<file path="src/rtl/ovc_pkg.sv">
// Shared types for the output VC tracker.
// Assumes a state code fits in two bits; the codes are visible at the ports.
package ovc_pkg;
    typedef enum logic [1:0] {
        OVC_IDLE   = 2'd0,
        OVC_ACTIVE = 2'd1,
        OVC_WAIT   = 2'd2
    } ovc_state_e;
endpackage

</file>
<file path="src/rtl/ovc_credit_cnt.sv">
// Free-buffer counter for one downstream VC.
// Starts at DEPTH. A send takes one and a credit gives one back; both together
// cancel. A credit that would exceed DEPTH is dropped and flagged one cycle later.
// Assumes the sender never sends while the count is zero (that send is ignored).
module ovc_credit_cnt #(
    parameter int DEPTH = 4,
    localparam int CW   = $clog2(DEPTH + 1)
) (
    input  logic          clk,
    input  logic          rst_n,
    input  logic          dec_i,
    input  logic          inc_i,
    output logic [CW-1:0] cnt_o,
    output logic [CW-1:0] cnt_next_o,
    output logic          err_o
);
    localparam logic [CW-1:0] FULL = CW'(DEPTH);

    logic dec_ok;
    logic inc_ok;
    logic over;

    // Qualify pulses against the present count.
    always_comb begin
        dec_ok = dec_i && (cnt_o != '0);
        over   = inc_i && !dec_ok && (cnt_o == FULL);
        inc_ok = inc_i && !over;
        if (dec_ok && !inc_ok)      cnt_next_o = cnt_o - 1'b1;
        else if (inc_ok && !dec_ok) cnt_next_o = cnt_o + 1'b1;
        else                        cnt_next_o = cnt_o;
    end

    // Hold the count and the one-cycle overflow flag.
    always_ff @(posedge clk) begin
        if (!rst_n) begin
            cnt_o <= FULL;
            err_o <= 1'b0;
        end else begin
            cnt_o <= cnt_next_o;
            err_o <= over;
        end
    end


    cnt_range_chk: assert property (@(posedge clk) disable iff (!rst_n)
        cnt_o <= FULL);

    cnt_inc_chk: assert property (@(posedge clk) disable iff (!rst_n)
        (inc_i && !dec_i && cnt_o != FULL) |=> (cnt_o == $past(cnt_o) + 1'b1));

    no_overflow_chk: assert property (@(posedge clk) disable iff (!rst_n)
        (inc_i && !dec_i && cnt_o == FULL) |=> (err_o && cnt_o == FULL));
endmodule

</file>
<file path="src/rtl/ovc_fsm.sv">
// Ownership state machine for one output VC: idle, active or waiting for credit.
// It uses the counter's next value, so state and count change on the same edge.
// Assumes flits are sent only while active. A tail wins over a credit stall.
module ovc_fsm #(
    parameter int CW    = 3,
    parameter int IVC_W = 3
) (
    input  logic             clk,
    input  logic             rst_n,
    input  logic             claim_i,
    input  logic [IVC_W-1:0] claim_ivc_i,
    input  logic             sent_i,
    input  logic             tail_i,
    input  logic [CW-1:0]    cnt_i,
    input  logic [CW-1:0]    cnt_next_i,
    output ovc_pkg::ovc_state_e state_o,
    output logic [IVC_W-1:0] owner_o
);
    import ovc_pkg::*;

    ovc_state_e state_n;
    logic [IVC_W-1:0] owner_n;

    // Next-state and owner selection.
    always_comb begin
        state_n = state_o;
        owner_n = owner_o;
        unique case (state_o)
            OVC_IDLE: if (claim_i) begin
                owner_n = claim_ivc_i;
                state_n = (cnt_next_i == '0) ? OVC_WAIT : OVC_ACTIVE;
            end
            OVC_ACTIVE: begin
                if (sent_i && tail_i) begin
                    state_n = OVC_IDLE;
                    owner_n = '0;
                end else if (cnt_next_i == '0) begin
                    state_n = OVC_WAIT;
                end
            end
            OVC_WAIT: if (cnt_next_i != '0) state_n = OVC_ACTIVE;
            default: begin
                state_n = OVC_IDLE;
                owner_n = '0;
            end
        endcase
    end

    // Register state and owner.
    always_ff @(posedge clk) begin
        if (!rst_n) begin
            state_o <= OVC_IDLE;
            owner_o <= '0;
        end else begin
            state_o <= state_n;
            owner_o <= owner_n;
        end
    end


    active_has_credit_chk: assert property (@(posedge clk) disable iff (!rst_n)
        (state_o == OVC_ACTIVE) |-> (cnt_i != '0));

    idle_owner_clear_chk: assert property (@(posedge clk) disable iff (!rst_n)
        (state_o == OVC_IDLE) |-> (owner_o == '0));

    tail_release_chk: assert property (@(posedge clk) disable iff (!rst_n)
        (state_o == OVC_ACTIVE && sent_i && tail_i) |=> (state_o == OVC_IDLE));

    busy_owner_hold_chk: assert property (@(posedge clk) disable iff (!rst_n)
        (state_o == OVC_WAIT) |=> $stable(owner_o));
endmodule

</file>
<file path="src/rtl/ovc_credit_tracker.sv">
// Per-output-port tracker: one credit counter and one ownership FSM per VC.
// Decodes the single allocation request to the named VC and flattens the
// per-VC status onto the ports. Assumes no flit is sent on a VC with can_send low.
module ovc_credit_tracker #(
    parameter int NUM_VC    = 4,
    parameter int NUM_IN_VC = 8,
    parameter int BUF_DEPTH = 4,
    localparam int VC_W     = (NUM_VC > 1) ? $clog2(NUM_VC) : 1,
    localparam int IVC_W    = (NUM_IN_VC > 1) ? $clog2(NUM_IN_VC) : 1,
    localparam int CNT_W    = $clog2(BUF_DEPTH + 1)
) (
    input  logic                    clk,
    input  logic                    rst_n,
    input  logic                    alloc_req,
    input  logic [VC_W-1:0]         alloc_ovc,
    input  logic [IVC_W-1:0]        alloc_ivc,
    input  logic [NUM_VC-1:0]       sent_vld,
    input  logic [NUM_VC-1:0]       sent_tail,
    input  logic [NUM_VC-1:0]       credit_in,
    output logic [NUM_VC-1:0]       can_send,
    output logic [NUM_VC-1:0]       vc_busy,
    output logic [2*NUM_VC-1:0]     vc_state,
    output logic [IVC_W*NUM_VC-1:0] vc_owner,
    output logic [CNT_W*NUM_VC-1:0] credit_cnt,
    output logic [NUM_VC-1:0]       credit_err
);
    import ovc_pkg::*;

    for (genvar v = 0; v < NUM_VC; v++) begin : g_vc
        logic [CNT_W-1:0] cnt;
        logic [CNT_W-1:0] cnt_nx;
        logic             claim;
        ovc_state_e       st;
        logic [IVC_W-1:0] own;

        // Decode the allocation request for this VC.
        assign claim = alloc_req && (alloc_ovc == VC_W'(v));

        ovc_credit_cnt #(.DEPTH(BUF_DEPTH)) u_cnt (
            .clk        (clk),
            .rst_n      (rst_n),
            .dec_i      (sent_vld[v]),
            .inc_i      (credit_in[v]),
            .cnt_o      (cnt),
            .cnt_next_o (cnt_nx),
            .err_o      (credit_err[v])
        );

        ovc_fsm #(.CW(CNT_W), .IVC_W(IVC_W)) u_fsm (
            .clk         (clk),
            .rst_n       (rst_n),
            .claim_i     (claim),
            .claim_ivc_i (alloc_ivc),
            .sent_i      (sent_vld[v]),
            .tail_i      (sent_tail[v]),
            .cnt_i       (cnt),
            .cnt_next_i  (cnt_nx),
            .state_o     (st),
            .owner_o     (own)
        );

        // Flatten status for the allocators.
        assign can_send[v]                  = (st == OVC_ACTIVE);
        assign vc_busy[v]                   = (st != OVC_IDLE);
        assign vc_state[2*v +: 2]           = st;
        assign vc_owner[IVC_W*v +: IVC_W]   = own;
        assign credit_cnt[CNT_W*v +: CNT_W] = cnt;


        wait_blocks_send_chk: assert property (@(posedge clk) disable iff (!rst_n)
            (st == OVC_WAIT) |-> !can_send[v]);
    end
endmodule

</file>
<file path="config.mk">
export PLATFORM = sky130hd
export DESIGN_NAME = ovc_credit_tracker
export DESIGN_NICKNAME = d
export VERILOG_FILES = /design/src/rtl/ovc_pkg.sv /design/src/rtl/ovc_credit_cnt.sv /design/src/rtl/ovc_fsm.sv /design/src/rtl/ovc_credit_tracker.sv
export SDC_FILE = /design/constraint.sdc
export NUM_CORES = 1
export LEC_CHECK = 0
export ABC_AREA = 1
export ABC_CLOCK_PERIOD_IN_PS = 2100
export BUFFER_PORTS_ARGS = -buffer_cell sky130_fd_sc_hd__buf_2
export CORE_UTILIZATION = 49
export CTS_CLUSTER_SIZE = 25
export DETAILED_ROUTE_END_ITERATION = 16
export GPL_TIMING_DRIVEN = 0
export HOLD_SLACK_MARGIN = 0.08
export PLACE_DENSITY_LB_ADDON = 0.1
export SLEW_MARGIN = 20
export SYNTH_ARGS = -nofsm -noshare
export SYNTH_HDL_FRONTEND = slang
export SYNTH_SLANG_ARGS = --single-unit
</file>
<file path="constraint.sdc">
create_clock -name clk -period 2.1 [get_ports clk]
set_input_delay 0 -clock clk [delete_from_list [all_inputs] [get_ports clk]]
set_output_delay 0 -clock clk [all_outputs]
set_load 0.01 [all_outputs]
</file>
# Word-level counts from Yosys, hierarchy flattened
# Index checks and enable logic that the tools add are counted.
dict set report word_totals {
  register_bits 36
  out_inout_bits 44
  input_bits 20
}
dict set report classes {
  n_reduce_logical 73
  eq_ne 31
  add_sub_neg 8
  mux 44
  bitwise_logic 4
}
# op n
set op_table {}
lappend op_table {{$mux 3} 16}
lappend op_table {{$mux 2} 20}
lappend op_table {{$pmux 3 s3} 4}
lappend op_table {{$logic_and 1x1->1} 32}
lappend op_table {{$pmux 2 s3} 4}
lappend op_table {{$reduce_and 3->1} 8}
lappend op_table {{$reduce_bool 3->1} 8}
lappend op_table {{$ne 2x1->1 const B} 8}
lappend op_table {{$add 3x1->3 const B} 4}
lappend op_table {{$eq 2x2->1 const B} 6}
lappend op_table {{$eq 3x3->1 const B} 4}
lappend op_table {{$logic_not 1->1} 12}
lappend op_table {{$logic_not 3->1} 4}
lappend op_table {{$ne 3x1->1 const B} 4}
lappend op_table {{$sub 3x1->3 const B} 4}
lappend op_table {{$eq 2x1->1 const B} 5}
lappend op_table {{$logic_not 2->1} 5}
lappend op_table {{$ne 2x2->1 const B} 4}
lappend op_table {{$reduce_bool 2->1} 4}
lappend op_table {{$not 1->1} 4}

# Depth between registers and ports, before layout
dict set report logic_depth {
  ltp_word 14
  depth_mapped 15
  depth_no_buf 15
}

# Cells and area by module
# From an unflattened synthesis, not the netlist that was laid out.
dict set report unflattened {
  cells_unflattened 400
  hier_area_um2 2592.5
}
# mod seq_area_each_um2 area_per_inst_um2 n_inst cells_per_inst
set modules_own_cells {}
lappend modules_own_cells {ovc_credit_cnt 80.1 320.3 4 44}
lappend modules_own_cells {ovc_fsm 100.1 306.5 4 51}
lappend modules_own_cells {ovc_credit_tracker 0.0 85.1 1 20}

# Worst setup path before layout
# Ideal clock, no wire load.
dict set report synth_timing {
  kind {register to register}
  start {reg g_vc[3].u_cnt.cnt_o[0]}
  end {reg g_vc[3].u_fsm.state_o[0]}
  stages_incl_launch_ff 15
  path_slack_ns 0.422
  setup_ns 0.117
  required_ns 1.983
  arrival_ns 1.561
  synth_period_minus_slack_ns 1.678
  path_cell_list {dfxtp_1 inv_1 ha_1 nand2_2 nand2_4 nor2_4 nand2_2 nand2_1 nand2_1 nand2_2 nand3_2 nand2_2 nand2_2 o21ai_0 nor2_1}
}
dict set report synth_between {
  elab_chain_len 14
  word_cells_on_any_way 23
  cone_classes {add/sub: 2; eq/ne: 3; mux: 5; reduce/logical: 13}
}
# item line_no
set synth_rtl {}
lappend synth_rtl {{start: declaration} ovc_credit_cnt.sv:13} ;# output logic [CW-1:0] cnt_o,
lappend synth_rtl {{start signal: assignment} ovc_credit_cnt.sv:39} ;# cnt_o <= cnt_next_o;
lappend synth_rtl {{$reduce_bool 3->1} ovc_credit_cnt.sv:25} ;# dec_ok = dec_i && (cnt_o != '0);
lappend synth_rtl {{$logic_and 1x1->1} ovc_credit_cnt.sv:25}
lappend synth_rtl {{$logic_not 1->1} {ovc_credit_cnt.sv:26, ovc_credit_cnt.sv:29}}
lappend synth_rtl {{$logic_and 1x1->1 (2 in series)} ovc_credit_cnt.sv:26} ;# over = inc_i && !dec_ok && (cnt_o == FULL);
lappend synth_rtl {{$logic_not 1->1} ovc_credit_cnt.sv:27} ;# inc_ok = inc_i && !over;
lappend synth_rtl {{$logic_and 1x1->1} ovc_credit_cnt.sv:27}
lappend synth_rtl {{$logic_and 1x1->1 / $logic_not 1->1 (equally long branches)} {ovc_credit_cnt.sv:29, ovc_credit_cnt.sv:28}}
lappend synth_rtl {{$mux 3 / $logic_and 1x1->1 (equally long branches)} {ovc_credit_cnt.sv:29, ovc_credit_cnt.sv:28}}
lappend synth_rtl {{$mux 3 *} ovc_credit_cnt.sv:28} ;# if (dec_ok && !inc_ok) cnt_next_o = cnt_o - 1'b1;
lappend synth_rtl {{$logic_not 3->1} {ovc_fsm.sv:31, ovc_fsm.sv:37}}
lappend synth_rtl {{$mux 2} ovc_fsm.sv:31} ;# state_n = (cnt_next_i == '0) ? OVC_WAIT : OVC_ACTIVE;
lappend synth_rtl {{$mux 2} ovc_fsm.sv:29} ;# OVC_IDLE: if (claim_i) begin
lappend synth_rtl {{$pmux 2 s3} ovc_fsm.sv:28} ;# unique case (state_o)
lappend synth_rtl {{end signal: assignment} ovc_fsm.sv:55} ;# state_o <= state_n;
lappend synth_rtl {{end: declaration} ovc_fsm.sv:16} ;# output ovc_pkg::ovc_state_e state_o,
# Every way passes the cells marked *; elsewhere a longest branch is shown, timed or not. The select of a mux whose other input is x is not followed.
# A chain may end at the register's enable or synchronous reset.

# Worst setup path in the final report
dict set report layout_timing {
  start {in alloc_ovc[1]}
  end {reg g_vc[0].u_fsm.owner_o[2]}
}
dict set report layout_between {
  elab_chain_len 4
}
# item line_no
set layout_rtl {}
lappend layout_rtl {{start: declaration} ovc_credit_tracker.sv:15} ;# input logic [VC_W-1:0] alloc_ovc,
lappend layout_rtl {{$logic_not 2->1} ovc_credit_tracker.sv:37} ;# assign claim = alloc_req && (alloc_ovc == VC_W'(v));
lappend layout_rtl {{$logic_and 1x1->1} ovc_credit_tracker.sv:37}
lappend layout_rtl {{$ne 2x2->1 (no line)} --}
lappend layout_rtl {{$reduce_and 3->1 (no line)} --}
lappend layout_rtl {{end signal: assignment} ovc_fsm.sv:56} ;# owner_o <= owner_n;
lappend layout_rtl {{end: declaration} ovc_fsm.sv:17} ;# output logic [IVC_W-1:0] owner_o
# Every way passes these cells.

==> results.py <==
metrics = {
    "place": {
        "io_buffers": 63,
        "place_inst": 426,
        "hpwl_um": 3730,
        "place_congestion": 0.771,
    },
    "die": {
        "io_pins": 64,
        "die_h_um": 68,
        "num_rows": 23,
        "core_region_area_um2": 4090,
        "start_util_pct": 52.2,
        "die_x_um": 68,
        "dieArea_um2": 4620,
    },
    "layout": {
        "nets": 430,
        "layout_common_cells": "94 x nand2_1, 64 x buf_2, 36 x dfxtp_1",
        "final_common_cell": "nand2_1",
        "fillers": 393,
        "drive_above_1_share_pct": 26.9,
        "finalNonFillerCells": 448,
        "antenna_cells": 0,
        "syn_to_final_growth_pct": 28.7,
    },
    "detailed_routing": {
        "via_per_inst": 4.95,
        "dr_wl_met2_um": 2420,
        "firstDrtPassIters": 5,
        "dr_wl_met3_um": 238,
        "ant_nets": 0,
        "wl_per_cell_um": 11.2,
        "first_iter_violations": 106,
        "vias": 2216,
        "wirelength_um": 5000,
        "drc": 0,
        "highest_layer": "met4",
        "wl_met1_um": 2250,
    },
    "clocking": {
        "clock_latency_ns": 0.29,
        "htree_levels": 2,
        "cts_tree": "done",
        "cts.sinks": 36,
        "root_buffer": "clkbuf_8",
        "post-cts-setup-buffers": 0,
        "clk_pin_slew_ns": 0.07,
        "cts_buffer_depth": 2,
        "numCtsBuffers": 5,
    },
    "min_path": {
        "min-delay-start": "alloc_ovc[0]",
        "hold_path.class": "input port to register",
        "min_path_cells": 4,
        "hold_end": "g_vc[0].u_fsm.owner_o[0]$_SDFFE_PN0P_",
    },
    "power": {
        "leakage_uw": 0.00145,
        "ir_drop_uv": 408,
        "p_total_uw": 2310,
        "p_per_area_nw_per_um2": 842,
    },
    "sta": {
        "slew_headroom_pct": 65.9,
        "hold_viol": 0,
        "setup_violations": 0,
        "rsz0062_at_grt": "no",
        "fmax_mhz": 555,
        "finalClockSkew_ns": 0.00139,
        "maxSlewViolCount": 0,
        "finalCriticalPeriod_ns": 1.80,
        "tightest_slew_ns": 0.512,
        "fin_crit_sh_pct": 85.8,
        "setup_tns_ns": 0,
    },
    "global_routing": {
        "antenna_found_initial": 0,
        "grt-ovfl-total": 0,
        "grt_pass1_vias": 1895,
        "grt_max_degree": 11,
        "grt_use_total_pct": 22.5,
        "grt_pass1_wl_um": 7760,
    },
    "logic_synthesis": {
        "yosys_warnings": 0,
        "avgSynthCellArea_um2": 6.82,
        "ys_seq_area_share_pct": 33.8,
        "syn-num-nets": 345,
        "synth-seq-cells": 36,
        "syn-instance-count": 313,
        "syn-cell-area_um2": 2130,
        "synth_cell_type_count": 28,
    },
    "worst_setup_path": {
        "end_kind": "register",
        "r2r_end": "g_vc[2].u_fsm.state_o[1]$_SDFFE_PN0P_",
        "crit_start": "alloc_ovc[1]",
        "crit_arrival_ns": 1.98,
        "reg2reg_slack_ns": 0.30,
        "crit_fanout": 4,
        "cp.required_ns": 2.28,
        "crit_type": "input port to register",
        "r2r_cells": 14,
        "start_kind": "input port",
        "r2r-start": "g_vc[2].u_cnt.cnt_o[0]$_SDFF_PN0_",
    },
    "outcome": {
        "outcome": "complete, no violations",
    },
    "flow_run": {
        "maxCapViolCount": 0,
    },
}
-- what timing repair did --
item | 4_1_cts | 5_1_grt
endpoints found under the setup margin | 0 | 1
hold buffers | 15 | 0
resized for setup | 0 | 1
endpoints found under the hold margin | 18 | 0
-- through the flow --
step	hold slack [ns]	area, um^2	utilization [%]	worst slack, ns
3_5_place_dp	0.279	2510	61.5	0.331
6_report	0.0753	2750	67.2	0.299
3_3_place_gp	0.284	2510	61.5	0.369
5_1_grt	0.0973	2750	67.2	0.105
4_1_cts	0.0898	2740	67.1	0.170
2_1_floorplan	0.116	2130	-	0.422
-- sequential cells by signal (all words and copies together) (netlist names) --
register            count
g_vc.u_cnt.err_o        4
g_vc.u_cnt.cnt_o       12
g_vc.u_fsm.owner_o     12
g_vc.u_fsm.state_o      8
-- how the worst max path moves through the flow --
stage	to	slack, ns	depth (start not counted)
6_report	g_vc[0].u_fsm.owner_o[2]$_SDFFE_PN0P_	0.30	7
5_1_grt	g_vc[2].u_fsm.state_o[1]$_SDFFE_PN0P_	0.10	14
4_1_cts	g_vc[0].u_fsm.owner_o[2]$_SDFFE_PN0P_	0.17	6
3_5_place_dp	g_vc[2].u_fsm.state_o[1]$_SDFFE_PN0P_	0.33	14
3_3_place_gp	g_vc[3].u_fsm.state_o[0]$_SDFFE_PN0P_	0.37	14
2_1_floorplan	g_vc[3].u_fsm.state_o[0]$_SDFFE_PN0P_	0.42	14
-- layer usage --
metal	vias to the layer above	global-route usage, %
li1	1173	-
met1	976	25.4
met2	57	40.8
met3	10	4.33
met4	0	9.38
met5	-	0
-- cells in the mapped netlist, drive strengths merged --
cell type / count / area share, %
xor2: 1 / 0.41
a21oi: 19 / 4.6
o21ai: 3 / 0.70
nand4: 9 / 2.6
nor4: 2 / 0.59
and2: 1 / 0.29
o2111ai: 4 / 1.6
clkinv: 1 / 0.18
o31ai: 1 / 0.35
buf: 5 / 1.6
ha: 12 / 7.0
nand2: 109 / 22
inv: 37 / 6.5
nor2: 37 / 7.6
nor3: 1 / 0.23
nand3: 33 / 9.6
dfxtp: 36 / 34
clkbuf: 2 / 0.35
-- worst max-delay path: stages --
cell and delay, ns:
dlygate4sd3_1 0.53, buf_2 0.15, o31ai_1 0.39, nand3_1 0.20, nand2_1 0.10, a21oi_1 0.06
dlygate4sd3_1 0.56
-- layout make-up --
cell class / count / area (um^2) / share of cell area [%]
Clock inverter: 1 / 5.00 / 0.182
Inverter: 38 / 143 / 5.19
Buffer: 7 / 42.5 / 1.55
Timing Repair Buffer: 78 / 465 / 16.9
Sequential cell: 36 / 721 / 26.2
Tap cell: 50 / 62.6 / 2.28
Multi-Input combinational cell: 232 / 1230 / 45.0
Clock buffer: 6 / 72.6 / 2.64
-- where the power goes --
part,switching [uW],leakage (uW),internal [uW]
Sequential,79.5,0.000295,772
Clock,244,0.0000410,226
Combinational,619,0.00112,371
-- cell families (layout without fill, tap and decap cells) --
group                    Yosys count  count (layout)  synth area share, %
XOR/XNOR                           1               1                0.410
flip-flops                        36              36                 33.8
adder cells (fa/ha/maj)           12              12                 7.03
buffers and inverters             45             130                 8.67
AND/OR/NAND/NOR                  192             192                 42.8
AO/OA/AOI/OAI                     27              27                 7.33
Power figures use the tool's default switching activity.
